`src/rtl/eeprom_sdp_pkg.sv`:
```
package eeprom_sdp_pkg;

    localparam int ADDR_W = 15;
    localparam int DATA_W = 8;

    localparam logic [ADDR_W-1:0] CMD_ADDR_A = 15'h5555;
    localparam logic [ADDR_W-1:0] CMD_ADDR_B = 15'h2AAA;

    localparam logic [DATA_W-1:0] KEY_LEAD   = 8'hAA;
    localparam logic [DATA_W-1:0] KEY_SECOND = 8'h55;
    localparam logic [DATA_W-1:0] KEY_LOCK   = 8'hA0;
    localparam logic [DATA_W-1:0] KEY_OPEN   = 8'h80;
    localparam logic [DATA_W-1:0] KEY_FINAL  = 8'h20;

    // Detector position: how many steps of a sequence have matched so far.
    typedef enum logic [2:0] {
        SQ_IDLE  = 3'd0,
        SQ_LEAD  = 3'd1,   // first prefix write seen
        SQ_PAIR  = 3'd2,   // shared prefix complete
        SQ_OPEN  = 3'd3,   // unlock branch chosen
        SQ_OLEAD = 3'd4,   // unlock: fourth write seen
        SQ_OPAIR = 3'd5    // unlock: fifth write seen
    } seq_state_t;

    // One bus write as seen by the detector.
    typedef struct packed {
        logic              valid;
        logic [ADDR_W-1:0] addr;
        logic [DATA_W-1:0] data;
    } bus_wr_t;

    // Per-write verdict handed from the detector to the flag and array.
    typedef struct packed {
        logic cmd_hit;     // write consumed as a sequence step
        logic do_lock;     // lock sequence completed on this write
        logic do_unlock;   // unlock sequence completed on this write
    } seq_evt_t;

    function automatic logic step_is(input bus_wr_t w,
                                     input logic [ADDR_W-1:0] a,
                                     input logic [DATA_W-1:0] d);
        return w.valid && (w.addr == a) && (w.data == d);
    endfunction

endpackage

```
`src/rtl/sdp_cmd_fsm.sv`:
```
module sdp_cmd_fsm
    import eeprom_sdp_pkg::*;
(
    input  logic     clk,
    input  logic     rst,
    input  bus_wr_t  wr,
    output seq_evt_t evt
);

    seq_state_t state_q, state_d;

    always_comb begin
        state_d = state_q;
        evt     = '0;
        if (wr.valid) begin
            state_d = SQ_IDLE;   // any non-matching write aborts
            unique case (state_q)
                SQ_IDLE: begin
                    if (step_is(wr, CMD_ADDR_A, KEY_LEAD)) begin
                        state_d     = SQ_LEAD;
                        evt.cmd_hit = 1'b1;
                    end
                end
                SQ_LEAD: begin
                    if (step_is(wr, CMD_ADDR_B, KEY_SECOND)) begin
                        state_d     = SQ_PAIR;
                        evt.cmd_hit = 1'b1;
                    end
                end
                SQ_PAIR: begin
                    if (step_is(wr, CMD_ADDR_A, KEY_LOCK)) begin
                        state_d     = SQ_IDLE;
                        evt.cmd_hit = 1'b1;
                        evt.do_lock = 1'b1;
                    end else if (step_is(wr, CMD_ADDR_A, KEY_OPEN)) begin
                        state_d     = SQ_OPEN;
                        evt.cmd_hit = 1'b1;
                    end
                end
                SQ_OPEN: begin
                    if (step_is(wr, CMD_ADDR_A, KEY_LEAD)) begin
                        state_d     = SQ_OLEAD;
                        evt.cmd_hit = 1'b1;
                    end
                end
                SQ_OLEAD: begin
                    if (step_is(wr, CMD_ADDR_B, KEY_SECOND)) begin
                        state_d     = SQ_OPAIR;
                        evt.cmd_hit = 1'b1;
                    end
                end
                SQ_OPAIR: begin
                    if (step_is(wr, CMD_ADDR_A, KEY_FINAL)) begin
                        state_d       = SQ_IDLE;
                        evt.cmd_hit   = 1'b1;
                        evt.do_unlock = 1'b1;
                    end
                end
                default: state_d = SQ_IDLE;
            endcase
        end
    end

    always_ff @(posedge clk) begin
        if (rst) state_q <= SQ_IDLE;
        else     state_q <= state_d;
    end

endmodule

```
`src/rtl/sdp_protect_flag.sv`:
```
module sdp_protect_flag
    import eeprom_sdp_pkg::*;
#(
    parameter logic RESET_LOCKED = 1'b1
) (
    input  logic     clk,
    input  logic     rst,
    input  seq_evt_t evt,
    output logic     locked
);

    always_ff @(posedge clk) begin
        if (rst)                locked <= RESET_LOCKED;
        else if (evt.do_lock)   locked <= 1'b1;
        else if (evt.do_unlock) locked <= 1'b0;
    end

endmodule

```
`src/rtl/sdp_byte_array.sv`:
```
module sdp_byte_array
    import eeprom_sdp_pkg::*;
#(
    parameter int              MEM_AW = 6,
    parameter logic [DATA_W-1:0] ERASED = 8'hFF
) (
    input  logic              clk,
    input  logic              rst,
    input  logic              wr_en,
    input  logic              cmd_hit,
    input  logic              locked,
    input  logic [MEM_AW-1:0] idx,
    input  logic [DATA_W-1:0] wdata,
    output logic [DATA_W-1:0] rdata,
    output logic              arr_we
);

    localparam int DEPTH = 1 << MEM_AW;

    logic [DATA_W-1:0] mem [DEPTH];

    // Ordinary writes only: not consumed by the detector, and not refused.
    assign arr_we = wr_en && !cmd_hit && !locked;

    for (genvar g = 0; g < DEPTH; g++) begin : g_word
        always_ff @(posedge clk) begin
            if (rst)
                mem[g] <= ERASED;
            else if (arr_we && (idx == MEM_AW'(g)))
                mem[g] <= wdata;
        end
    end

    assign rdata = mem[idx];

endmodule

```
`src/rtl/eeprom_sdp_guard.sv`:
```
module eeprom_sdp_guard
    import eeprom_sdp_pkg::*;
#(
    parameter int              MEM_AW = 6,
    parameter logic [DATA_W-1:0] ERASED = 8'hFF
) (
    input  logic              clk,
    input  logic              rst,
    input  logic              wr_en,
    input  logic [ADDR_W-1:0] addr,
    input  logic [DATA_W-1:0] wdata,
    output logic [DATA_W-1:0] rdata,
    output logic              protect_on
);

    bus_wr_t  wr;
    seq_evt_t evt;
    logic     cmd_hit;
    logic     arr_we;

    assign wr.valid = wr_en;
    assign wr.addr  = addr;
    assign wr.data  = wdata;

    sdp_cmd_fsm u_fsm (
        .clk (clk),
        .rst (rst),
        .wr  (wr),
        .evt (evt)
    );

    assign cmd_hit = evt.cmd_hit;

    sdp_protect_flag #(.RESET_LOCKED(1'b1)) u_flag (
        .clk    (clk),
        .rst    (rst),
        .evt    (evt),
        .locked (protect_on)
    );

    sdp_byte_array #(.MEM_AW(MEM_AW), .ERASED(ERASED)) u_arr (
        .clk     (clk),
        .rst     (rst),
        .wr_en   (wr_en),
        .cmd_hit (cmd_hit),
        .locked  (protect_on),
        .idx     (addr[MEM_AW-1:0]),
        .wdata   (wdata),
        .rdata   (rdata),
        .arr_we  (arr_we)
    );

endmodule

```
`config.mk`:
```
export PLATFORM = sky130hd
export DESIGN_NAME = eeprom_sdp_guard
export DESIGN_NICKNAME = d
export VERILOG_FILES = /design/src/rtl/eeprom_sdp_pkg.sv /design/src/rtl/sdp_cmd_fsm.sv /design/src/rtl/sdp_protect_flag.sv /design/src/rtl/sdp_byte_array.sv /design/src/rtl/eeprom_sdp_guard.sv
export SDC_FILE = /design/constraint.sdc
export NUM_CORES = 1
export LEC_CHECK = 0
export BUFFER_PORTS_ARGS = -buffer_cell sky130_fd_sc_hd__buf_2
export CAP_MARGIN = 20
export CORE_ASPECT_RATIO = 2
export CORE_UTILIZATION = 30
export CTS_BUF_LIST = sky130_fd_sc_hd__clkbuf_4
export DETAILED_ROUTE_END_ITERATION = 6
export GPL_TIMING_DRIVEN = 0
export SLEW_MARGIN = 5
export SYNTH_ARGS = -nofsm -noshare
export SYNTH_HDL_FRONTEND = slang
export SYNTH_HIERARCHICAL = 1
export SYNTH_SLANG_ARGS = --single-unit
```
`constraint.sdc`:
```
create_clock -name clk -period 4.05 [get_ports clk]
set_input_delay 0.405 -clock clk [delete_from_list [all_inputs] [get_ports clk]]
set_output_delay 0.405 -clock clk [all_outputs]
set_load 0.005 [all_outputs]
```
==> results.py, run 1 <==
metrics = {
    "finish": {
        "final_area_mm2": 0.0272,
        "fillers": 7694,
        "regArea_mm2": 0.0155,
        "area_growth_pct": 12.5,
        "final_cell_mix": "512 x edfxtp_1, 454 x or2_2, 138 x clkbuf_4, 128 x mux4_2, 89 x clkbuf_1",
        "fin_nets": 1780,
        "multi_input_area_mm2": 0.00817,
        "layout_commonest_cell": "edfxtp_1",
        "final_cells": 2864,
        "layout-drive-gt1-share": 0.453,
    },
    "power": {
        "power_density_mw_per_mm2": 395,
        "p_total_mw": 10.7,
        "p_leak_nw": 7.74,
        "peakVddDrop_uv": 177,
    },
    "critical_path": {
        "crit_start": "addr[1]",
        "rr_startpoint": "u_fsm/state_q[0]$_SDFFE_PP0P_",
        "arrival_ps": 3550,
        "worst-r2r-cell-count": 8,
        "cp_slowest_cell": "clkbuf_1",
        "cp.depth": 9,
        "worstPathRequired_ps": 3640,
        "critPathBufInv": 5,
        "path_delay_family": "buffers and inverters",
        "r2r_setup_slack_ps": 160,
        "path_class": "input pin to output pin",
        "critical_path.max_fanout": 10,
        "worstReg2RegEnd": "u_arr/mem[48][1]$_SDFFCE_PN1P_",
        "cp_slowest_stage_delay_ps": 790,
        "endpoint_kind": "output pin",
        "endpoint": "rdata[2]",
        "path_cells": "buf_2 > clkbuf_1 > buf_2 > clkbuf_1 > mux4_2 > a22oi_1 > a21oi_1 > or4_1 > buf_2",
        "worst_setup_path_start_kind": "input pin",
        "cp_common_cell": "buf_2",
    },
    "route": {
        "wire_per_inst_um": 27.7,
        "drc": 0,
        "postRouteAntennaNets": 0,
        "drt_pre_antenna_iters": 5,
        "wirelength_um": 79200,
        "drt_iter0_markers": 1126,
        "routed-via-count": 14788,
        "vias_per_cell": 5.16,
    },
    "place": {
        "placed_area_mm2": 0.0258,
        "dp.cells": 2679,
        "port_buffers": 34,
        "finalWeightedCongestion": 0.982,
        "detailed_place_hpwl_um": 59700,
    },
    "job": {
        "cap_violations": 0,
    },
    "floorplan": {
        "initial_core_util": 0.304,
        "num_rows": 146,
        "die_w_um": 203,
        "die_h_um": 403,
        "ios": 35,
        "dieArea_mm2": 0.0817,
        "core_mm2": 0.0795,
    },
    "sta": {
        "rsz0062_at_grt": "yes",
        "finalHoldViolations": 0,
        "setup_violations": 0,
        "fin_worst_skew_ps": 74.8,
        "max_slew_margin": 0.224,
        "period_minus_slack_ps": 3960,
        "holdWs_ps": 118,
        "slew_viol_final": 0,
        "fin_setup_tns_ps": 0,
        "max_freq_mhz": 253,
        "fin_crit_sh": 0.977,
        "tightest_slew_ps": 1160,
    },
    "clock_tree": {
        "cts.sinks": 516,
        "clkTransAtPathRegs_ps": 70,
        "cts_setup_buffers": 0,
        "cts_tree": "yes",
        "clockBufferDepth": 3,
        "htreeDepth": 3,
        "cts_root_buffer": "clkbuf_4",
        "numCtsBuffers": 101,
        "clk_latency_ps": 930,
    },
    "outcome": {
        "status": "finished clean",
    },
    "global_route": {
        "grt_first_pass_wirelength_um": 111000,
        "grt_pass1_vias": 15899,
        "grt-ovfl-total": 0,
        "track_usage": 0.196,
        "grt_antenna_before_repair": 1,
        "grt_max_degree": 15,
    },
    "synthesis": {
        "postSynthAreaPerCell_um2": 15.1,
        "synth_area_mm2": 0.0242,
        "synth_fp_nets": 1626,
        "syn_inst": 1600,
        "synth_warnings": 6,
    },
    "min_path": {
        "hold_class": "input pin to flip-flop",
    },
}
final cells by class:
cell class              instances  share of cell area
flip-flops and latches        516               0.569
clock inverters                36             0.00940
inverters                       2            0.000276
clock buffers                 138              0.0381
diodes                          3            0.000276
multi-input cells             954               0.301
repair buffers                 51              0.0133
well taps                    1036              0.0477
plain buffers                 128              0.0213
through the flow:
stage / worst slack, ps / utilization
global route: -3.50 / 0.342
CTS: 84.6 / 0.341
finish: 92.2 / 0.342
floorplan: 1110 / -
detailed placement: -169 / 0.324
global placement: -479 / 0.322
layer usage:
layer  vias to the layer above  part of all wire  track usage
met4                         0              0.11        0.183
met2                       614              0.56        0.377
met1                      7519              0.28        0.159
met3                       294             0.055       0.0433
met5                         -                 0            0
li1                       6361                 -            -
worst min path at each step:
stage / from / to / depth (start not counted)
after floorplan: u_flag/locked$_SDFFE_PP1P_ / u_flag/locked$_SDFFE_PP1P_ / 2
after global placement: u_flag/locked$_SDFFE_PP1P_ / u_flag/locked$_SDFFE_PP1P_ / 2
after detailed placement: u_flag/locked$_SDFFE_PP1P_ / u_flag/locked$_SDFFE_PP1P_ / 2
after CTS: wdata[5] / u_flag/locked$_SDFFE_PP1P_ / 5
after global routing: wdata[4] / u_fsm/state_q[0]$_SDFFE_PP0P_ / 5
final: wdata[5] / u_flag/locked$_SDFFE_PP1P_ / 5
sequential cells by signal (all words and copies together) (netlist names):
| signal | cells |
|---|---|
| u_arr/mem | 512 |
| u_fsm/state_q | 3 |
| u_flag/locked | 1 |
where the power goes:
| group | switching [mW] | internal (mW) |
|---|---|---|
| clock network | 2.00 | 1.83 |
| registers | 0.0403 | 5.97 |
| logic | 0.602 | 0.271 |
worst register-to-register path, delay by kind of cell, from the launching register on:
kind / cells / cell delay, ps
AOI/OAI and AO/OA: 2 / 860
DFF: 1 / 430
buffers and inverters: 1 / 530
and+or+nand+nor: 5 / 1720
repair_timing:
item,4_1_cts,5_1_grt
hold endpoints to repair,4,0
gates resized for setup,2,4
hold buffers,5,0
setup endpoints to repair,5,7
No activity file was read; power rests on OpenSTA's default activity.
==> inputs of run 2 (changes only) <==
--- a/config.mk
+++ b/config.mk
@@ -9,10 +9,10 @@
 export CAP_MARGIN = 20
 export CORE_ASPECT_RATIO = 2
 export CORE_UTILIZATION = 30
-export CTS_BUF_LIST = sky130_fd_sc_hd__clkbuf_4
+export CTS_BUF_LIST = sky130_fd_sc_hd__clkbuf_4 sky130_fd_sc_hd__clkbuf_8
 export DETAILED_ROUTE_END_ITERATION = 6
 export GPL_TIMING_DRIVEN = 0
-export SLEW_MARGIN = 5
+export SLEW_MARGIN = 0
 export SYNTH_ARGS = -nofsm -noshare
 export SYNTH_HDL_FRONTEND = slang
 export SYNTH_HIERARCHICAL = 1
==> run 2 against run 1 <==
  * Combinational power about the same
  * First-iteration DRC count up 13%
  * Clock power is 5.7% higher
  * Global-route usage is 0.30 points lower
==> results.py, run 2 (synthesis gave the netlist of run 1 again) <==
metrics = {
    "clock_tree": {
        "htreeDepth": 2,
        "numCtsBuffers": 61,
        "cts.sinks": 516,
        "clockBufferDepth": 3,
        "cts_root_buffer": "clkbuf_8",
        "cts_setup_buffers": 0,
        "clk_latency_ps": 690,
        "clkTransAtPathRegs_ps": 80,
        "cts_tree": "yes",
    },
    "finish": {
        "final_area_mm2": 0.0272,
        "area_growth_pct": 12.4,
        "final_cell_mix": "512 x edfxtp_1, 454 x or2_2, 128 x mux4_2, 89 x clkbuf_1, 62 x a22oi_1",
        "largest_reg_flops": 512,
        "fin_nets": 1737,
        "reg.largest.list": "u_arr/mem: 512 flops, u_fsm/state_q: 3 flops, u_flag/locked: 1 flops",
        "final_util": 0.342,
        "layout-drive-gt1-share": 0.436,
        "regMostFlops": "u_arr/mem",
        "fillers": 7657,
        "layout_commonest_cell": "edfxtp_1",
    },
    "critical_path": {
        "critical_path.max_fanout": 10,
        "worst_setup_path_start_kind": "input pin",
        "path_cells": "buf_2 > clkbuf_1 > buf_2 > clkdlybuf4s15_2 > mux4_2 > a22oi_1 > a21oi_1 > or4_1 > buf_2",
        "cp_slowest_stage_delay_ps": 590,
        "path_delay_family": "buffers and inverters",
        "arrival_ps": 3610,
        "cp_slowest_cell": "or4_1",
        "cp_common_cell": "buf_2",
        "critPathBufInv": 5,
        "path_class": "input pin to output pin",
        "crit_start": "addr[1]",
        "worstPathRequired_ps": 3640,
        "rr_startpoint": "u_fsm/state_q[0]$_SDFFE_PP0P_",
        "endpoint_kind": "output pin",
    },
    "route": {
        "drc": 0,
        "wire_per_inst_um": 28.1,
        "wirelength_um": 78700,
        "vias_per_cell": 5.22,
        "postRouteAntennaNets": 0,
        "drt_iter0_markers": 1274,
        "drt_pre_antenna_iters": 7,
        "routed-via-count": 14605,
    },
    "place": {
        "dpl_worst_slack_ps": -169,
        "placed_area_mm2": 0.0258,
        "finalWeightedCongestion": 0.982,
        "port_buffers": 34,
        "detailed_place_hpwl_um": 59800,
    },
    "power": {
        "p_total_mw": 10.9,
        "power_density_mw_per_mm2": 403,
        "peakVddDrop_uv": 258,
        "p_leak_nw": 7.65,
    },
    "floorplan": {
        "core_mm2": 0.0795,
        "num_rows": 146,
        "die_h_um": 403,
        "initial_core_util": 0.304,
        "dieArea_mm2": 0.0817,
        "die_w_um": 203,
        "ios": 35,
    },
    "sta": {
        "max_slew_margin": 0.160,
        "finalHoldViolations": 0,
        "period_minus_slack_ps": 4010,
        "fin_worst_skew_ps": 31.9,
        "max_freq_mhz": 249,
        "slew_viol_final": 0,
        "rsz0062_at_grt": "no",
        "tightest_slew_ps": 1250,
        "setup_violations": 0,
        "fin_crit_sh": 0.991,
        "worst_slack_ps": 35.4,
    },
    "outcome": {
        "status": "finished clean",
    },
    "global_route": {
        "grt_pass1_vias": 15444,
        "track_usage": 0.193,
        "grt_max_degree": 16,
        "grt_antenna_before_repair": 3,
        "grt_first_pass_wirelength_um": 110000,
        "grt-ovfl-total": 0,
    },
    "min_path": {
        "hold_class": "input pin to flip-flop",
        "min_from": "wr_en",
    },
    "job": {
        "cap_violations": 0,
    },
}
-- run 2: cell types whose count changed in the layout (fill, tap and decap cells not counted), sizes merged, moves of 2 or more --
cell         change
buf              +2
bufinv           +5
clkbuf          -68
dlygate4sd3      -4
-- run 2: repair_timing --
action	4_1_cts	5_1_grt
endpoints found under the hold margin	4	0
setup endpoints to repair	5	2
gates resized for setup	2	2
hold buffers	1	0
-- run 2: final cells by class --
type / instances / area [µm²] / area share
Antenna cell: 2 / 5.00 / 0.000184
Buffer: 128 / 578 / 0.0213
Clock buffer: 71 / 915 / 0.0337
Clock inverter: 41 / 423 / 0.0156
Inverter: 2 / 7.51 / 0.000276
Multi-Input combinational cell: 954 / 8150 / 0.300
Sequential cell: 516 / 15500 / 0.569
Tap cell: 1036 / 1300 / 0.0477
Timing Repair Buffer: 48 / 330 / 0.0122
-- run 2: worst paths after layout --
path / slack (ps) / to / cells past startpoint
worst max-delay path: 40 / rdata[2] / 9
worst min-delay path: 90 / u_fsm/state_q[1]$_SDFFE_PP0P_ / 4
worst max register to register: 170 / u_arr/mem[8][1]$_SDFFCE_PN1P_ / 8
worst min register to register: 490 / u_flag/locked$_SDFFE_PP1P_ / 2
-- run 2: metrics by stage --
stage / TNS [ps] / hold WS, ps / instances
finish: 0 / 87.2 / 2798
detailed placement: -715 / 469 / 2681
CTS: 0 / 42.3 / 2794
floorplan: 0 / 465 / 1600
global placement: -28300 / 473 / 2670
global route: 0 / 104 / 2797
-- run 2: where the power goes --
group          switching [mW]  internal [mW]
logic                   0.601          0.270
clock network            1.96           2.08
registers              0.0403           5.97
-- run 2: layer usage --
metal	track usage	wire length, µm
met5	0	0
met4	0.172	8180
met3	0.0312	4510
met2	0.377	44300
met1	0.162	21800
-- run 2: tightest hold or removal path, stage by stage --
cell and delay (ps):
buf_2 130, inv_1 80, nand2_1 60, a21oi_1 50
==> inputs of run 3 (changes only) <==
--- a/config.mk
+++ b/config.mk
@@ -5,6 +5,7 @@
 export SDC_FILE = /design/constraint.sdc
 export NUM_CORES = 1
 export LEC_CHECK = 0
+export ABC_AREA = 1
 export BUFFER_PORTS_ARGS = -buffer_cell sky130_fd_sc_hd__buf_2
 export CAP_MARGIN = 20
 export CORE_ASPECT_RATIO = 2
==> run 3 against run 2 <==
  * Critical path depth increased by 4
  * Die area increased by 4.4%
  * Largest power group unchanged
  * Combinational power increased by 37%
  * Highest routed layer is now met5
  * Fmax increased by 5.3%
  * Wire length increased by 14%
  * Synthesized cell count increased by 81%
  * Sequential share of layout area decreased by 2.7 points
==> results.py, run 3 <==
metrics = {
    "finish": {
        "final_cells": 4178,
        "regMostFlops": "u_arr/mem",
        "reg.largest.list": "u_arr/mem: 512 flops, u_fsm/state_q: 3 flops, u_flag/locked: 1 flops",
        "regArea_mm2": 0.0155,
        "final_cell_mix": "1881 x nand2_1, 512 x edfxtp_1, 134 x buf_2, 105 x nor2_1, 89 x clkbuf_1",
        "fin_nets": 3086,
        "final_util": 0.342,
        "layout-drive-gt1-share": 0.116,
        "fillers": 8813,
        "layout_commonest_cell": "nand2_1",
        "area_growth_pct": 13.1,
        "final_area_mm2": 0.0285,
        "largest_reg_flops": 512,
        "multi_input_area_mm2": 0.00889,
    },
    "route": {
        "vias_per_cell": 4.83,
        "drc": 0,
        "wire_per_inst_um": 21.4,
        "routed-via-count": 20184,
        "drt_pre_antenna_iters": 7,
        "postRouteAntennaNets": 0,
        "wirelength_um": 89500,
        "drt_iter0_markers": 1286,
    },
    "global_route": {
        "grt_max_degree": 13,
        "grt_first_pass_wirelength_um": 129000,
        "grt_antenna_before_repair": 2,
        "track_usage": 0.211,
        "grt-ovfl-total": 0,
        "grt_pass1_vias": 20367,
    },
    "sta": {
        "tightest_slew_ps": 998,
        "max_freq_mhz": 262,
        "max_slew_margin": 0.328,
        "slew_viol_final": 0,
        "fin_setup_tns_ps": 0,
        "finalHoldViolations": 0,
        "setup_violations": 0,
        "rsz0062_at_grt": "no",
        "period_minus_slack_ps": 3810,
        "fin_crit_sh": 0.942,
        "fin_worst_skew_ps": 30.6,
    },
    "synthesis": {
        "syn_inst": 2896,
        "postSynthAreaPerCell_um2": 8.71,
        "synth.most_common_cell": "nand2_1",
        "synth_edf_count": 512,
        "synth_top_area_cell": "edfxtp_1",
        "synth_warnings": 6,
        "yosys_most_used_dff": "edfxtp_1",
        "synth_area_mm2": 0.0252,
        "synth_fp_nets": 2922,
        "seq_area_frac_synth": 0.613,
        "ys_seq_elements": 516,
        "ys_async_sr_fraction": 0,
        "yosysUniqueCellTypes": 24,
        "synth_commonest_cells": "1881 x nand2_1, 512 x edfxtp_1, 105 x nor2_1",
        "netlist.area_leader.share": 0.610,
        "yosys-top-cells-area": "edfxtp_1 61%, nand2_1 28%, nor3_2 1.6%, nor2_1 1.6%, nor3_4 1.5%",
    },
    "floorplan": {
        "ios": 35,
        "initial_core_util": 0.303,
        "die_h_um": 412,
        "dieArea_mm2": 0.0853,
        "num_rows": 150,
        "core_mm2": 0.0833,
        "die_w_um": 207,
    },
    "power": {
        "p_leak_nw": 10.2,
        "power_density_mw_per_mm2": 398,
        "peakVddDrop_uv": 280,
    },
    "place": {
        "detailed_place_hpwl_um": 66700,
        "placed_area_mm2": 0.0269,
        "dp.cells": 4023,
        "finalWeightedCongestion": 1.04,
        "port_buffers": 34,
    },
    "critical_path": {
        "worstReg2RegEnd": "u_arr/mem[8][7]$_SDFFCE_PN1P_",
        "arrival_ps": 4200,
        "worst-r2r-cell-count": 13,
        "worst_setup_path_start_kind": "flip-flop",
        "critical_path.max_fanout": 10,
        "endpoint_kind": "flip-flop",
        "worstPathRequired_ps": 4430,
        "rr_startpoint": "u_fsm/state_q[1]$_SDFFE_PP0P_",
        "r2r_setup_slack_ps": 240,
        "path_class": "flip-flop to flip-flop",
    },
    "outcome": {
        "status": "finished clean",
    },
    "clock_tree": {
        "cts_setup_buffers": 0,
        "htreeDepth": 3,
        "cts.sinks": 516,
        "numCtsBuffers": 70,
        "cts_root_buffer": "clkbuf_8",
        "cts_tree": "yes",
        "clockBufferDepth": 3,
        "clk_latency_ps": 700,
        "clkTransAtPathRegs_ps": 70,
    },
    "min_path": {
        "hold_end": "u_fsm/state_q[2]$_SDFFE_PP0P_",
        "hold-path-cell-count": 4,
        "min_from": "wr_en",
        "hold_class": "input pin to flip-flop",
    },
    "job": {
        "cap_violations": 0,
    },
}
run 3: cell types whose count changed in the layout (fill, tap and decap cells not counted), sizes merged, moves of 63 or more:
cell   delta
a22oi    -64
or2     -457
mux4    -128
o21ai    +63
nor2     +92
nand2  +1831
buf      +79
run 3: repair_timing:
action,4_1_cts,5_1_grt
hold buffers,1,0
setup endpoints to repair,16,33
hold endpoints to repair,1,0
resized for setup,2,6
run 3: critical path: stages (launching register included):
cell and delay [ps]:
dfxtp_1 380, inv_1 90, nand2_1 110, nor3_1 60
nand2_1 90, a21oi_1 80, nor2_1 80, nand2_1 90
nor3b_4 560, nand2_1 450, clkbuf_1 380, clkbuf_1 310
o21ai_0 520, buf_2 300
run 3: cells by family after synthesis:
family | synth area share
AOI/OAI and AO/OA | 0.0135
buffers and inverters | 0.0347
DFF | 0.613
and+or+nand+nor | 0.339
run 3: how the worst max path moves through the flow:
stage                                              from                             end  slack [ps]
after global placement                          addr[5]  u_arr/mem[52][1]$_SDFFCE_PN1P_        -450
final                     u_fsm/state_q[1]$_SDFFE_PP0P_   u_arr/mem[8][7]$_SDFFCE_PN1P_         240
after detailed placement                        addr[5]  u_arr/mem[38][4]$_SDFFCE_PN1P_        -430
after CTS                 u_fsm/state_q[1]$_SDFFE_PP0P_  u_arr/mem[35][5]$_SDFFCE_PN1P_         0.4
after global routing      u_fsm/state_q[1]$_SDFFE_PP0P_  u_arr/mem[19][6]$_SDFFCE_PN1P_          20
after floorplan                                 addr[5]  u_arr/mem[48][0]$_SDFFCE_PN1P_        1220
run 3: final cells by class:
type	count	share of cell area
flip-flops and latches	516	0.542
clock buffers	85	0.0384
inverters	44	0.00579
diodes	1	0.0000877
clock inverters	40	0.0137
multi-input cells	2166	0.312
well taps	1064	0.0467
plain buffers	170	0.0249
repair buffers	92	0.0174
run 3: report_power, final:
group	internal [mW]	switching [mW]
Clock	2.26	2.07
Combinational	0.254	0.937
Sequential	5.84	0.00000000114
run 3: routing by layer:
layer  GRT usage  vias to the layer above  share of wire
li1            -                     9576              -
met1       0.175                     9403           0.29
met2       0.413                      835           0.55
met3      0.0376                      368          0.059
met4       0.200                        2          0.097
met5           0                        -       0.000089
run 3: metrics by stage:
| step | hold WS (ps) | setup slack [ps] | total power, mW |
|---|---|---|---|
| after floorplan | 477 | 1220 | 6.61 |
| final | 80.6 | 237 | 11.4 |
| after detailed placement | 487 | -431 | 7.11 |
| after CTS | 22.5 | 0.419 | 11.4 |
| after global routing | 111 | 22.9 | 11.7 |
| after global placement | 494 | -451 | 7.09 |
